$ cat config.mk
export PLATFORM = sky130hd
export DESIGN_NAME = veclen_unit
export DESIGN_NICKNAME = d
export VERILOG_FILES = /design/src/rtl/veclen_pkg.sv /design/src/rtl/veclen_src.sv /design/src/rtl/veclen_clamp.sv /design/src/rtl/veclen_unit.sv
export SDC_FILE = /design/constraint.sdc
export NUM_CORES = 1
export LEC_CHECK = 0
export ABC_AREA = 1
export CAP_MARGIN = 20
export CORE_AREA = 2 2 138 140
export CTS_CLUSTER_SIZE = 12
export DETAILED_ROUTE_END_ITERATION = 6
export DIE_AREA = 0 0 140 142
export DONT_BUFFER_PORTS = 1
export GPL_ROUTABILITY_DRIVEN = 0
export PLACE_DENSITY_LB_ADDON = 0.08
export SLEW_MARGIN = 40
export SYNTH_ARGS = -nofsm -noshare
export SYNTH_HDL_FRONTEND = slang
export SYNTH_SLANG_ARGS = --single-unit
$ cat constraint.sdc
create_clock -name clk_i -period 0.8 [get_ports clk_i]
set_clock_uncertainty 0.05 [all_clocks]
set_input_delay 0 -clock clk_i [delete_from_list [all_inputs] [get_ports clk_i]]
set_output_delay 0 -clock clk_i [all_outputs]
set_load 0.1 [all_outputs]
$ cat src/rtl/veclen_pkg.sv
package veclen_pkg;
  parameter int unsigned XLEN  = 64;
  parameter int unsigned LEN_W = 7;
  parameter int unsigned REG_W = 5;
  localparam int unsigned MVL_HI = XLEN - 1;
  localparam int unsigned VL_HI  = XLEN - 1 - LEN_W;
  localparam int unsigned VL_LO  = XLEN - 2 * LEN_W;
  localparam int unsigned PST_BIT = 1;
  localparam int unsigned VF_BIT  = 0;

  typedef enum logic [1:0] {
    SRC_KEEP = 2'd0,
    SRC_IMM  = 2'd1,
    SRC_REG  = 2'd2,
    SRC_CTR  = 2'd3
  } len_src_e;
endpackage

$ cat src/rtl/veclen_src.sv
module veclen_src
  import veclen_pkg::*;
#(
  parameter int unsigned W = XLEN,
  parameter int unsigned L = LEN_W
) (
  input  len_src_e     sel_i,
  input  logic [L-1:0] keep_i,
  input  logic [L-1:0] imm_i,
  input  logic [W-1:0] reg_i,
  input  logic [W-1:0] ctr_i,
  output logic [L-1:0] len_o,
  output logic         sat_o
);
  localparam logic [W-1:0] LIMIT = W'((1 << L) - 1);

  logic [W-1:0] wide;
  logic         big;

  always_comb begin
    wide = (sel_i == SRC_REG) ? reg_i : ctr_i;
    big  = wide > LIMIT;
    len_o = keep_i;
    sat_o = 1'b0;
    unique case (sel_i)
      SRC_KEEP: len_o = keep_i;
      SRC_IMM:  len_o = imm_i;
      default: begin
        len_o = big ? L'(LIMIT) : wide[L-1:0];
        sat_o = big;
      end
    endcase
  end
endmodule

$ cat src/rtl/veclen_clamp.sv
module veclen_clamp #(
  parameter int unsigned L = 7
) (
  input  logic [L-1:0] len_i,
  input  logic [L-1:0] max_i,
  output logic [L-1:0] len_o,
  output logic         cut_o
);
  always_comb begin
    cut_o = len_i > max_i;
    len_o = cut_o ? max_i : len_i;
  end
endmodule

$ cat src/rtl/veclen_unit.sv
module veclen_unit
  import veclen_pkg::*;
(
  input  logic             clk_i,
  input  logic             rst_ni,
  input  logic             valid_i,
  input  logic [LEN_W-1:0] imm_i,
  input  logic             set_max_i,
  input  logic             set_len_i,
  input  logic             vert_i,
  input  logic [REG_W-1:0] rt_idx_i,
  input  logic [REG_W-1:0] ra_idx_i,
  input  logic             rec_i,
  input  logic [XLEN-1:0]  ra_val_i,
  input  logic [XLEN-1:0]  ctr_i,
  input  logic [XLEN-1:0]  state_i,
  output logic             valid_o,
  output logic             state_we_o,
  output logic [XLEN-1:0]  state_o,
  output logic             gpr_we_o,
  output logic [REG_W-1:0] gpr_idx_o,
  output logic [XLEN-1:0]  gpr_data_o,
  output logic             cr_we_o,
  output logic [3:0]       cr_o
);
  logic [LEN_W-1:0] eff_imm, new_mvl, cand_vl, new_vl;
  logic             sat_ovf, clamp_ovf, ovf;
  len_src_e         src_sel;
  logic [XLEN-1:0]  state_nx;

  // wrap is intentional: encoded max yields zero length
  assign eff_imm = imm_i + LEN_W'(1);
  assign new_mvl = set_max_i ? eff_imm : state_i[MVL_HI -: LEN_W];

  always_comb begin
    if (!set_len_i)            src_sel = SRC_KEEP;
    else if (ra_idx_i != '0)   src_sel = SRC_REG;
    else if (rt_idx_i == '0)   src_sel = SRC_IMM;
    else                       src_sel = SRC_CTR;
  end

  veclen_src #(.W(XLEN), .L(LEN_W)) i_src (
    .sel_i  (src_sel),
    .keep_i (state_i[VL_HI -: LEN_W]),
    .imm_i  (eff_imm),
    .reg_i  (ra_val_i),
    .ctr_i  (ctr_i),
    .len_o  (cand_vl),
    .sat_o  (sat_ovf)
  );

  veclen_clamp #(.L(LEN_W)) i_clamp (
    .len_i (cand_vl),
    .max_i (new_mvl),
    .len_o (new_vl),
    .cut_o (clamp_ovf)
  );

  assign ovf = sat_ovf | clamp_ovf;

  always_comb begin
    state_nx = state_i;
    if (set_max_i || set_len_i) begin
      state_nx[MVL_HI -: LEN_W] = new_mvl;
      state_nx[VL_HI -: LEN_W]  = new_vl;
    end
    if (set_max_i) begin
      state_nx[VF_BIT]  = vert_i;
      state_nx[PST_BIT] = 1'b0;
    end
  end

  always_ff @(posedge clk_i or negedge rst_ni) begin
    if (!rst_ni) begin
      valid_o    <= 1'b0;
      state_we_o <= 1'b0;
      gpr_we_o   <= 1'b0;
      cr_we_o    <= 1'b0;
      state_o    <= '0;
      gpr_idx_o  <= '0;
      gpr_data_o <= '0;
      cr_o       <= '0;
    end else begin
      valid_o    <= valid_i;
      state_we_o <= valid_i & (set_max_i | set_len_i);
      gpr_we_o   <= valid_i & (rt_idx_i != '0);
      cr_we_o    <= valid_i & rec_i;
      if (valid_i) begin
        state_o    <= state_nx;
        gpr_idx_o  <= rt_idx_i;
        gpr_data_o <= XLEN'(new_vl);
        cr_o       <= {1'b0, new_vl != '0, new_vl == '0, ovf};
      end
    end
  end


  vl_within_mvl_chk: assert property (@(posedge clk_i) disable iff (!rst_ni)
    state_we_o |-> state_o[VL_HI -: LEN_W] <= state_o[MVL_HI -: LEN_W]);

  mvl_from_imm_chk: assert property (@(posedge clk_i) disable iff (!rst_ni)
    valid_i && set_max_i |=> state_o[MVL_HI -: LEN_W] == LEN_W'($past(imm_i) + 1'b1));

  hold_state_chk: assert property (@(posedge clk_i) disable iff (!rst_ni)
    valid_i && !set_max_i && !set_len_i |=> !state_we_o && state_o == $past(state_i));

  mode_bits_kept_chk: assert property (@(posedge clk_i) disable iff (!rst_ni)
    valid_i && !set_max_i |=> state_o[1:0] == $past(state_i[1:0]));

  gpr_zero_ext_chk: assert property (@(posedge clk_i) disable iff (!rst_ni)
    gpr_we_o |-> gpr_data_o[XLEN-1:LEN_W] == '0 && gpr_idx_o != '0);

  cr_shape_chk: assert property (@(posedge clk_i) disable iff (!rst_ni)
    cr_we_o |-> !cr_o[3] && (cr_o[2] != cr_o[1]));

  idle_quiet_chk: assert property (@(posedge clk_i) disable iff (!rst_ni)
    !valid_o |-> !state_we_o && !gpr_we_o && !cr_we_o);
endmodule

==> results of run 1 <==
## worst min-delay path by stage
stage / startpoint / end / slack (ns) / cells after the start
3_3_place_gp: rst_ni / state_o[9] / -0.34 / 0
5_1_grt: rst_ni / state_o[10] / -0.73 / 0
2_1_floorplan: rst_ni / cr_o[0] / -0.35 / 0
3_5_place_dp: rst_ni / state_o[14] / -0.34 / 0
4_1_cts: rst_ni / state_o[28] / -0.72 / 0
6_report: rst_ni / state_o[14] / -0.70 / 0
## critical path: cells and delay by family
family | cells | cell delay [ns]
simple gates | 20 | 1.76
buf+inv | 3 | 0.24
fa+ha+maj | 1 | 0.26
compound gates | 1 | 0.12
## sequential cells by signal, indices dropped and copies added, names as in the netlist
| register | count |
|---|---|
| gpr_we_o | 1 |
| gpr_idx_o | 5 |
| gpr_data_o | 7 |
| state_we_o | 1 |
| cr_o | 3 |
| valid_o | 1 |
| cr_we_o | 1 |
| state_o | 64 |
## cells in the final DEF (no fill, tap or decap), drive strengths merged
cell and instances:
nor3 5, clkinv 3, mux2i 2, and3 1
o21ai 34, nand3b 1, a31oi 2, clkinvlp 1
buf 152, o21a 1, nor2 89, dlygate4sd3 61
nand2 284, ha 8, xor2 5, clkbuf 11
a21oi 13, o211ai 3, o22ai 4, or2 2
nand3 12, dfrtp 83, inv 27, conb 58
bufinv 1, nand4 2
## per-stage QoR
| stage | area (µm²) | std cells | TNS, ns | power, mW | setup WS, ns |
|---|---|---|---|---|---|
| 2_1_floorplan | 5300 | 713 | -28.39 | 10.7 | -1.47 |
| 3_3_place_gp | 6130 | 1001 | -33.29 | 11.8 | -1.94 |
| 3_5_place_dp | 6130 | 1001 | -34.21 | 11.9 | -2.01 |
| 4_1_cts | 8360 | 1091 | -43.29 | 18.0 | -1.39 |
| 5_1_grt | 8620 | 1099 | -47.47 | 18.7 | -1.62 |
| 6_report | 8620 | 1099 | -41.62 | 18.0 | -1.41 |
## power groups by stage
| stage | combinational (mW) | sequential (mW) | clock (mW) |
|---|---|---|---|
| 2_1_floorplan | 2.44 | 8.30 | 0 |
| 3_3_place_gp | 6.66 | 5.17 | 0 |
| 3_5_place_dp | 6.66 | 5.19 | 0 |
| 4_1_cts | 8.25 | 5.34 | 4.41 |
| 5_1_grt | 8.78 | 5.40 | 4.55 |
| 6_report | 8.47 | 5.35 | 4.22 |
## logic make-up (layout without fill, tap and decap cells)
kind of cell,after synthesis,count (layout),share of synthesized area
DFF,83,83,0.432
other,1,58,0.000780
and+or+nand+nor,396,396,0.342
muxes,2,2,0.00417
AOI/OAI and AO/OA,57,57,0.0638
adders and majority gates,8,8,0.0208
buffers and inverters,104,256,0.128
xor gates and xnor gates,5,5,0.00911
## final cells by class
type / count / area [µm²] / share of cell area
well taps: 234 / 293 / 0.0340
clock buffers: 11 / 243 / 0.0281
clock inverters: 5 / 60.1 / 0.00696
repair buffers: 213 / 2840 / 0.329
flip-flops and latches: 83 / 2340 / 0.271
inverters: 27 / 109 / 0.0126
multi-input cells: 526 / 2740 / 0.318
## repair_timing
action | 4_1_cts | 5_1_grt
hold buffers | 61 | 1
buffers inserted | 15 | 10
resized for setup | 295 | 55
pin swaps | 45 | 21
hold endpoints to repair | 162 | 146
setup endpoints to repair | 101 | 119
## layer usage
metal,share of wire,up-vias,global-route usage
met3,0.053,21,0.0333
met4,0.020,0,0.0617
met2,0.54,214,0.315
met1,0.39,2237,0.191
li1,-,2333,-
met5,0,-,0
==> results.json, run 1 <==
{
  "worst-setup-path-type": "primary input to flip-flop",
  "powerDensity_nw_per_um2": 2090,
  "firstDrtPassIters": 7,
  "cp.arrival_ns": 2.39,
  "insertion_delay_ns": 0.34,
  "area_growth_pct": 79.4,
  "min_path_type": "primary input to async pin",
  "synth_top_flop_cell": "dfrtp_1",
  "ys_top_cells_by_area": "dfrtp_1 (43%), nand2_1 (20%), buf_4 (9.2%), nor2_1 (6.4%), o21ai_0 (3.0%)",
  "critPathCaptureType": "flip-flop",
  "startpoint": "ra_val_i[41]",
  "antenna_found_initial": 0,
  "grtUsageTotal": 0.169,
  "p_switching_mw": 7.88,
  "synth_warnings": 0,
  "endpoint": "cr_o[2]",
  "n_fill_cell": 1742,
  "utilization": 0.467,
  "synthCells": 656,
  "synth.cells.most_frequent": "nand2_1 (260), dfrtp_1 (83), nor2_1 (82)",
  "critPathLaunchType": "primary input",
  "grt_pass1_vias": 4827,
  "drive_gt1_frac": 0.420,
  "violations": "DRC, hold timing, setup timing",
  "synth.cell_area_um2": 4810,
  "setup_viol": 102,
  "synth_top_cell_area_share": 0.432,
  "io_buffers": 0,
  "r2r_slack_ns": -0.06,
  "worstReg2RegStart": "state_o[38]",
  "grt_max_degree": 84,
  "numCtsBuffers": 9,
  "fin_crit_sh": 2.76,
  "maxSlewViolCount": 0,
  "combPwrFrac": 0.470,
  "seq_area_frac_synth": 0.432,
  "cts_sinks": 83,
  "dr_total_vias": 4805,
  "pwr-share-seq": 0.296,
  "dp.final_hpwl_mm": 13.2,
  "ir_worst_vdd_v": 0.000928,
  "internal_power_mw": 10.2,
  "outcome": "finished, violations left",
  "drtIter0Drc": 166,
  "core_um2": 18500,
  "die_h_um": 142,
  "fp.dieArea_um2": 19900,
  "period_needed_ns": 2.21,
  "setup_ws_ns": -1.41,
  "synth.avg_cell_area_um2": 7.33,
  "crit_path_max_incr_delay_ns": 0.26,
  "nNetsFinal": 1084,
  "wl_mm": 17.5,
  "p_clk_frac": 0.234,
  "r2r_end": "state_o[38]",
  "globalRouteOverflowTotal": 0,
  "h-tree-depth": 3,
  "clk_pin_slew_ns": 0.06,
  "crit_path_max_fanout": 7,
  "finalHoldViolations": 141,
  "clk_path_buf_depth": 2,
  "antenna_left": 0,
  "antenna_cells": 0,
  "ys_ff_latch": 83,
  "ios": 357,
  "initial_utilization": 0.260,
  "worstRegToRegCells": 3,
  "slowest_stage": "ha_4",
  "async_flop_share": 1.00,
  "required_ns": 0.98,
  "rows": 50,
  "synth.most_common_cell": "nand2_1",
  "grt_pass1_wl_mm": 25.8,
  "die_x_um": 140,
  "whs_ns": -0.699,
  "rsz0062_at_grt": "true",
  "drc": 17,
  "clockRootBuffer": "clkbuf_16",
  "via_per_inst": 4.37,
  "yosysUniqueCellTypes": 32,
  "routedWlPerCell_um": 15.9,
  "leakage_nw": 3.89,
  "yosysTopAreaCell": "dfrtp_1",
  "cts_tree": "built",
  "cap_viol_max_count": 0,
  "max_freq_ghz": 0.452,
  "synth-edff-count": 0,
  "p_sw_frac": 0.437
}
(Power assumes the default switching activity.)
==> inputs of run 2 (changes only) <==
--- a/config.mk
+++ b/config.mk
@@ -19,2 +19,3 @@
 export SYNTH_HDL_FRONTEND = slang
 export SYNTH_SLANG_ARGS = --single-unit
+export TNS_END_PERCENT = 10
--- a/constraint.sdc
+++ b/constraint.sdc
@@ -3,3 +3,3 @@
 set_input_delay 0 -clock clk_i [delete_from_list [all_inputs] [get_ports clk_i]]
 set_output_delay 0 -clock clk_i [all_outputs]
-set_load 0.1 [all_outputs]
+set_load 0.01 [all_outputs]
==> results.json, run 2 (synthesis results as in run 1) <==
{
  "ir_worst_vdd_v": 0.000700,
  "met1Wirelength_mm": 6.50,
  "worstReg2RegStart": "gpr_data_o[3]",
  "clk_pin_slew_ns": 0.07,
  "insertion_delay_ns": 0.35,
  "cpMostUsedCell": "nand2_2",
  "routed.top_layer": "met4",
  "violations": "DRC, hold timing, setup timing",
  "numCtsBuffers": 9,
  "wl_met2_mm": 9.26,
  "layout_commonest_cell": "nand2_1",
  "core_um2": 18500,
  "clk_path_buf_depth": 2,
  "io_buffers": 0,
  "dp.cells": 992,
  "r2r_end": "gpr_data_o[3]",
  "drtIter0Drc": 205,
  "placed_cell_area_um2": 5750,
  "antenna_found_initial": 1,
  "whs_ns": -0.704,
  "antenna_left": 0,
  "ios": 357,
  "crit_buf_inv": 4,
  "grtUsageTotal": 0.167,
  "regMostFlops": "state_o",
  "worst-setup-path-type": "primary input to flip-flop",
  "powerDensity_nw_per_um2": 1670,
  "finalHoldViolations": 149,
  "crit_chain": "nor3_4 > nand2_2 > nand2_2 > nand2_8 > a21oi_1 > o21ai_0 > nand2_2 > inv_1 > ha_4 > a21oi_1 > o21a_1 > nand2_1 > inv_2 > nor2_4 > clkinv_4 > nand2_2 > nand2_2 > buf_6 > o211ai_1",
  "crit_path_max_incr_delay_ns": 0.28,
  "largest_reg_flops": 64,
  "globalRouteOverflowTotal": 0,
  "final_cells": 1077,
  "n_fill_cell": 1891,
  "maxSlewViolCount": 0,
  "h-tree-depth": 3,
  "rows": 50,
  "cp.arrival_ns": 2.44,
  "setup_ws_ns": -1.44,
  "drive_gt1_frac": 0.277,
  "crit_path_max_fanout": 8,
  "fin_crit_sh": 2.80,
  "nNetsFinal": 1062,
  "period_needed_ns": 2.24,
  "critPathCaptureType": "flip-flop",
  "reg_top3": "state_o (64), gpr_data_o (7), gpr_idx_o (5)",
  "rsz0062_at_grt": "true",
  "setup_viol": 100,
  "max_freq_ghz": 0.447,
  "required_ns": 1.01,
  "clockRootBuffer": "clkbuf_16",
  "dp.final_hpwl_mm": 13.2,
  "cp_top_family": "simple AND/OR/NAND/NOR gates",
  "final_area_um2": 7220,
  "area_growth_pct": 50.3,
  "drc": 18,
  "initial_utilization": 0.260,
  "die_x_um": 140,
  "grt_max_degree": 84,
  "via_per_inst": 4.34,
  "wl_mm": 17.1,
  "leakage_nw": 3.54,
  "r2r_slack_ns": 0.04,
  "routedWlPerCell_um": 15.9,
  "cap_viol_max_count": 0,
  "grt_pass1_vias": 4739,
  "cts_tree": "built",
  "fp.dieArea_um2": 19900,
  "worstRegToRegCells": 2,
  "outcome": "finished, violations left",
  "min_path_type": "primary input to async pin",
  "slowest_stage": "ha_4",
  "ctsHoldBuffers": 60,
  "critPathLaunchType": "primary input",
  "dr_total_vias": 4672,
  "cts_sinks": 83,
  "grt_pass1_wl_mm": 25.5,
  "firstDrtPassIters": 7,
  "dr_wl_met3_mm": 1.17,
  "die_h_um": 142,
  "final_cell_mix": "nand2_1 (242), dfrtp_1 (82), buf_6 (79), nor2_1 (78), dlygate4sd3_1 (60)",
  "cp.depth": 19
}
## run 2: cell count changes in the layout (fill, tap and decap cells not counted), moves of 8 or more
cell / delta
buf_12: -82
dfrtp_1: +82
buf_6: +69
dfrtp_4: -62
dfrtp_2: -20
nand2_1: +13
buf_4: -8
## run 2: worst max-delay path by stage
stage | startpoint | endpoint | slack [ns]
after floorplan | ra_val_i[63] | cr_o[2] | -1.46
after global placement | ra_val_i[9] | cr_o[2] | -1.90
after detailed placement | ra_val_i[9] | cr_o[2] | -1.98
after CTS | ra_val_i[63] | cr_o[2] | -1.41
after global routing | ra_idx_i[1] | state_o[54] | -1.60
final | rt_idx_i[3] | state_o[54] | -1.44
## run 2: layer usage
layer | GRT usage | up-vias
met4 | 0.0516 | 0
met2 | 0.313 | 209
met5 | 0 | -
met3 | 0.0410 | 14
met1 | 0.187 | 2157
li1 | - | 2292
## run 2: where the power goes
group / switching (mW) / internal [mW] / total, mW
Combinational: 1.53 / 1.73 / 3.27
Clock: 1.72 / 2.07 / 3.79
Sequential: 0.349 / 4.63 / 4.98
## run 2: timing repair
item	in CTS	in global routing
resized for setup	125	28
endpoints found under the hold margin	157	147
endpoints found under the setup margin	103	106
pin swaps	25	16
buffers inserted	5	4
## run 2: through the flow
| step | utilization | total power [mW] | TNS, ns | setup WS, ns |
|---|---|---|---|---|
| after CTS | 0.384 | 12.1 | -32.63 | -1.41 |
| after floorplan | - | 6.46 | -22.43 | -1.46 |
| final | 0.391 | 12.0 | -31.44 | -1.44 |
| after global placement | 0.311 | 7.43 | -33.02 | -1.90 |
| after detailed placement | 0.311 | 7.44 | -33.74 | -1.98 |
| after global routing | 0.391 | 12.7 | -37.07 | -1.60 |
## run 2: layout make-up
type	count	area [µm²]	area share
Antenna cell	1	2.50	0.000346
Clock buffer	10	229	0.0317
Clock inverter	5	31.3	0.00433
Inverter	27	106	0.0147
Multi-Input combinational cell	526	2580	0.357
Sequential cell	83	2080	0.288
Tap cell	234	293	0.0405
Timing Repair Buffer	191	1910	0.264
==> inputs of run 3 (changes only) <==
CELL_PAD_IN_SITES_DETAIL_PLACEMENT = 0   (was not set)
CELL_PAD_IN_SITES_GLOBAL_PLACEMENT = 1   (was not set)
CORE_AREA = 2 2 139 141   (was 2 2 138 140)
DIE_AREA = 0 0 141 143   (was 0 0 140 142)
clock period = 2.4 ns   (was 0.8 ns; I/O delays follow)
==> results.json, run 3 (synthesis results as in run 1) <==
{
  "outcome": "completed",
  "p_switching_mw": 1.17,
  "tightest_slew_ns": 0.690,
  "die_h_um": 143,
  "io_buffers": 0,
  "clk_pin_slew_ns": 0.07,
  "rows": 50,
  "cts_tree": "built",
  "whs_ns": 0.0163,
  "numCtsBuffers": 9,
  "initial_utilization": 0.259,
  "setup_ws_ns": 0.205,
  "combPwrFrac": 0.191,
  "crit_path_max_fanout": 7,
  "internal_power_mw": 2.67,
  "grt_max_degree": 84,
  "area_growth_pct": 33.5,
  "required_ns": 2.59,
  "cap_viol_max_count": 0,
  "firstDrtPassIters": 4,
  "largest_reg_flops": 64,
  "seqCellArea_um2": 2080,
  "layout_commonest_cell": "nand2_1",
  "max_freq_ghz": 0.456,
  "wl_mm": 17.1,
  "slew_headroom": 0.538,
  "critPathCaptureType": "flip-flop",
  "fp.dieArea_um2": 20200,
  "regMostFlops": "state_o",
  "min_path_type": "primary input to flip-flop",
  "cts_sinks": 83,
  "globalRouteOverflowTotal": 0,
  "final_cell_mix": "nand2_1 (249), dfrtp_1 (83), dlygate4sd3_1 (74), nor2_1 (72), conb_1 (58)",
  "finalHoldViolations": 0,
  "drtIter0Drc": 184,
  "p_sw_frac": 0.304,
  "tns_ns": 0,
  "fin_crit_sh": 0.915,
  "nNetsFinal": 992,
  "n_fill_cell": 1967,
  "reg_top3": "state_o (64), gpr_data_o (7), gpr_idx_o (5)",
  "critPathLaunchType": "primary input",
  "clk_path_buf_depth": 2,
  "via_per_inst": 4.37,
  "dp.final_hpwl_mm": 13.1,
  "p_clk_frac": 0.359,
  "routedWlPerCell_um": 16.9,
  "utilization": 0.345,
  "antenna_left": 0,
  "grt_pass1_vias": 4493,
  "h-tree-depth": 3,
  "preCtsSetupSlack_ns": -0.402,
  "insertion_delay_ns": 0.34,
  "period_needed_ns": 2.20,
  "clockRootBuffer": "clkbuf_16",
  "multi_input_area_um2": 2500,
  "antenna_found_initial": 1,
  "cp.arrival_ns": 2.38,
  "leakage_nw": 3.09,
  "dr_total_vias": 4408,
  "pwr-share-seq": 0.450,
  "die_x_um": 141,
  "drc": 0,
  "ios": 357,
  "maxSlewViolCount": 0,
  "worst-setup-path-type": "primary input to flip-flop",
  "grtUsageTotal": 0.163,
  "core_um2": 18600,
  "grt_pass1_wl_mm": 25.0,
  "powerDensity_nw_per_um2": 599,
  "ir_worst_vdd_v": 0.000326,
  "drive_gt1_frac": 0.173,
  "setup_viol": 0
}
-- run 3: cell count changes in the layout (fill, tap and decap cells not counted), sizes merged --
cell	delta
buf	-84
dlygate4sd3	+14
bufinv	+1
inv	+1
clkinv	-3
clkbuf	+2
-- run 3: cell type report --
| cell class | count | area share |
|---|---|---|
| Multi-Input combinational cell | 526 | 0.390 |
| Sequential cell | 83 | 0.324 |
| Timing Repair Buffer | 121 | 0.178 |
| Tap cell | 234 | 0.0456 |
| Clock buffer | 12 | 0.0369 |
| Inverter | 27 | 0.0170 |
| Clock inverter | 4 | 0.00800 |
| Antenna cell | 1 | 0.000390 |
-- run 3: worst paths after layout --
kind,start,endpoint,slack (ns),cells after the start
max in group asynchronous,rst_ni,gpr_idx_o[1],1.75,2
worst min-delay path,valid_i,state_o[15],0.02,3
worst max register to register,state_o[0],state_o[0],1.08,3
worst max-delay path,imm_i[0],cr_o[2],0.20,22
worst min register to register,state_o[15],state_o[15],0.49,2
min in group asynchronous,rst_ni,state_o[13],0.18,2
-- run 3: power groups by stage --
| stage | Clock (mW) | Sequential (mW) | Combinational [mW] |
|---|---|---|---|
| 6_report | 1.38 | 1.73 | 0.733 |
| 5_1_grt | 1.48 | 1.75 | 0.833 |
| 3_5_place_dp | 0 | 1.76 | 0.528 |
| 3_3_place_gp | 0 | 1.76 | 0.523 |
| 2_1_floorplan | 0 | 1.70 | 0.445 |
| 4_1_cts | 1.42 | 1.73 | 0.694 |
-- run 3: worst max-delay path, cell delays in order --
cell	delay [ns]
ha_1	0.15
nand3_1	0.14
nor3_2	0.17
xor2_1	0.25
nor2_1	0.06
nor2_1	0.15
nand2_2	0.08
inv_1	0.09
ha_4	0.21
a21oi_1	0.13
o21a_1	0.14
nand2_1	0.07
inv_2	0.08
nor2_4	0.07
inv_4	0.11
nand2_1	0.09
nand2_2	0.08
nand2_2	0.05
nor2_2	0.09
nand2_1	0.06
nand2_1	0.05
nand2_1	0.05
-- run 3: metal layers --
layer  vias up  wire length (µm)  global-route usage
li1       2148                 -                   -
met1      2028              6770               0.184
met2       216              8650               0.298
met3        16              1310              0.0416
met4         0               343              0.0558
met5         -                 0                   0
-- run 3: metrics by stage --
step	area [µm²]	power (mW)	std cells
2_1_floorplan	5020	2.15	713
3_3_place_gp	5100	2.28	910
3_5_place_dp	5100	2.29	910
4_1_cts	6190	3.85	1002
5_1_grt	6410	4.06	1007
6_report	6410	3.85	1008
-- run 3: what timing repair did --
action / in CTS / in global routing
pin swaps: 0 / 29
setup endpoints to repair: 4 / 17
hold endpoints to repair: 154 / 0
gates resized for setup: 2 / 46
setup buffers: 0 / 5
hold buffers: 76 / 0
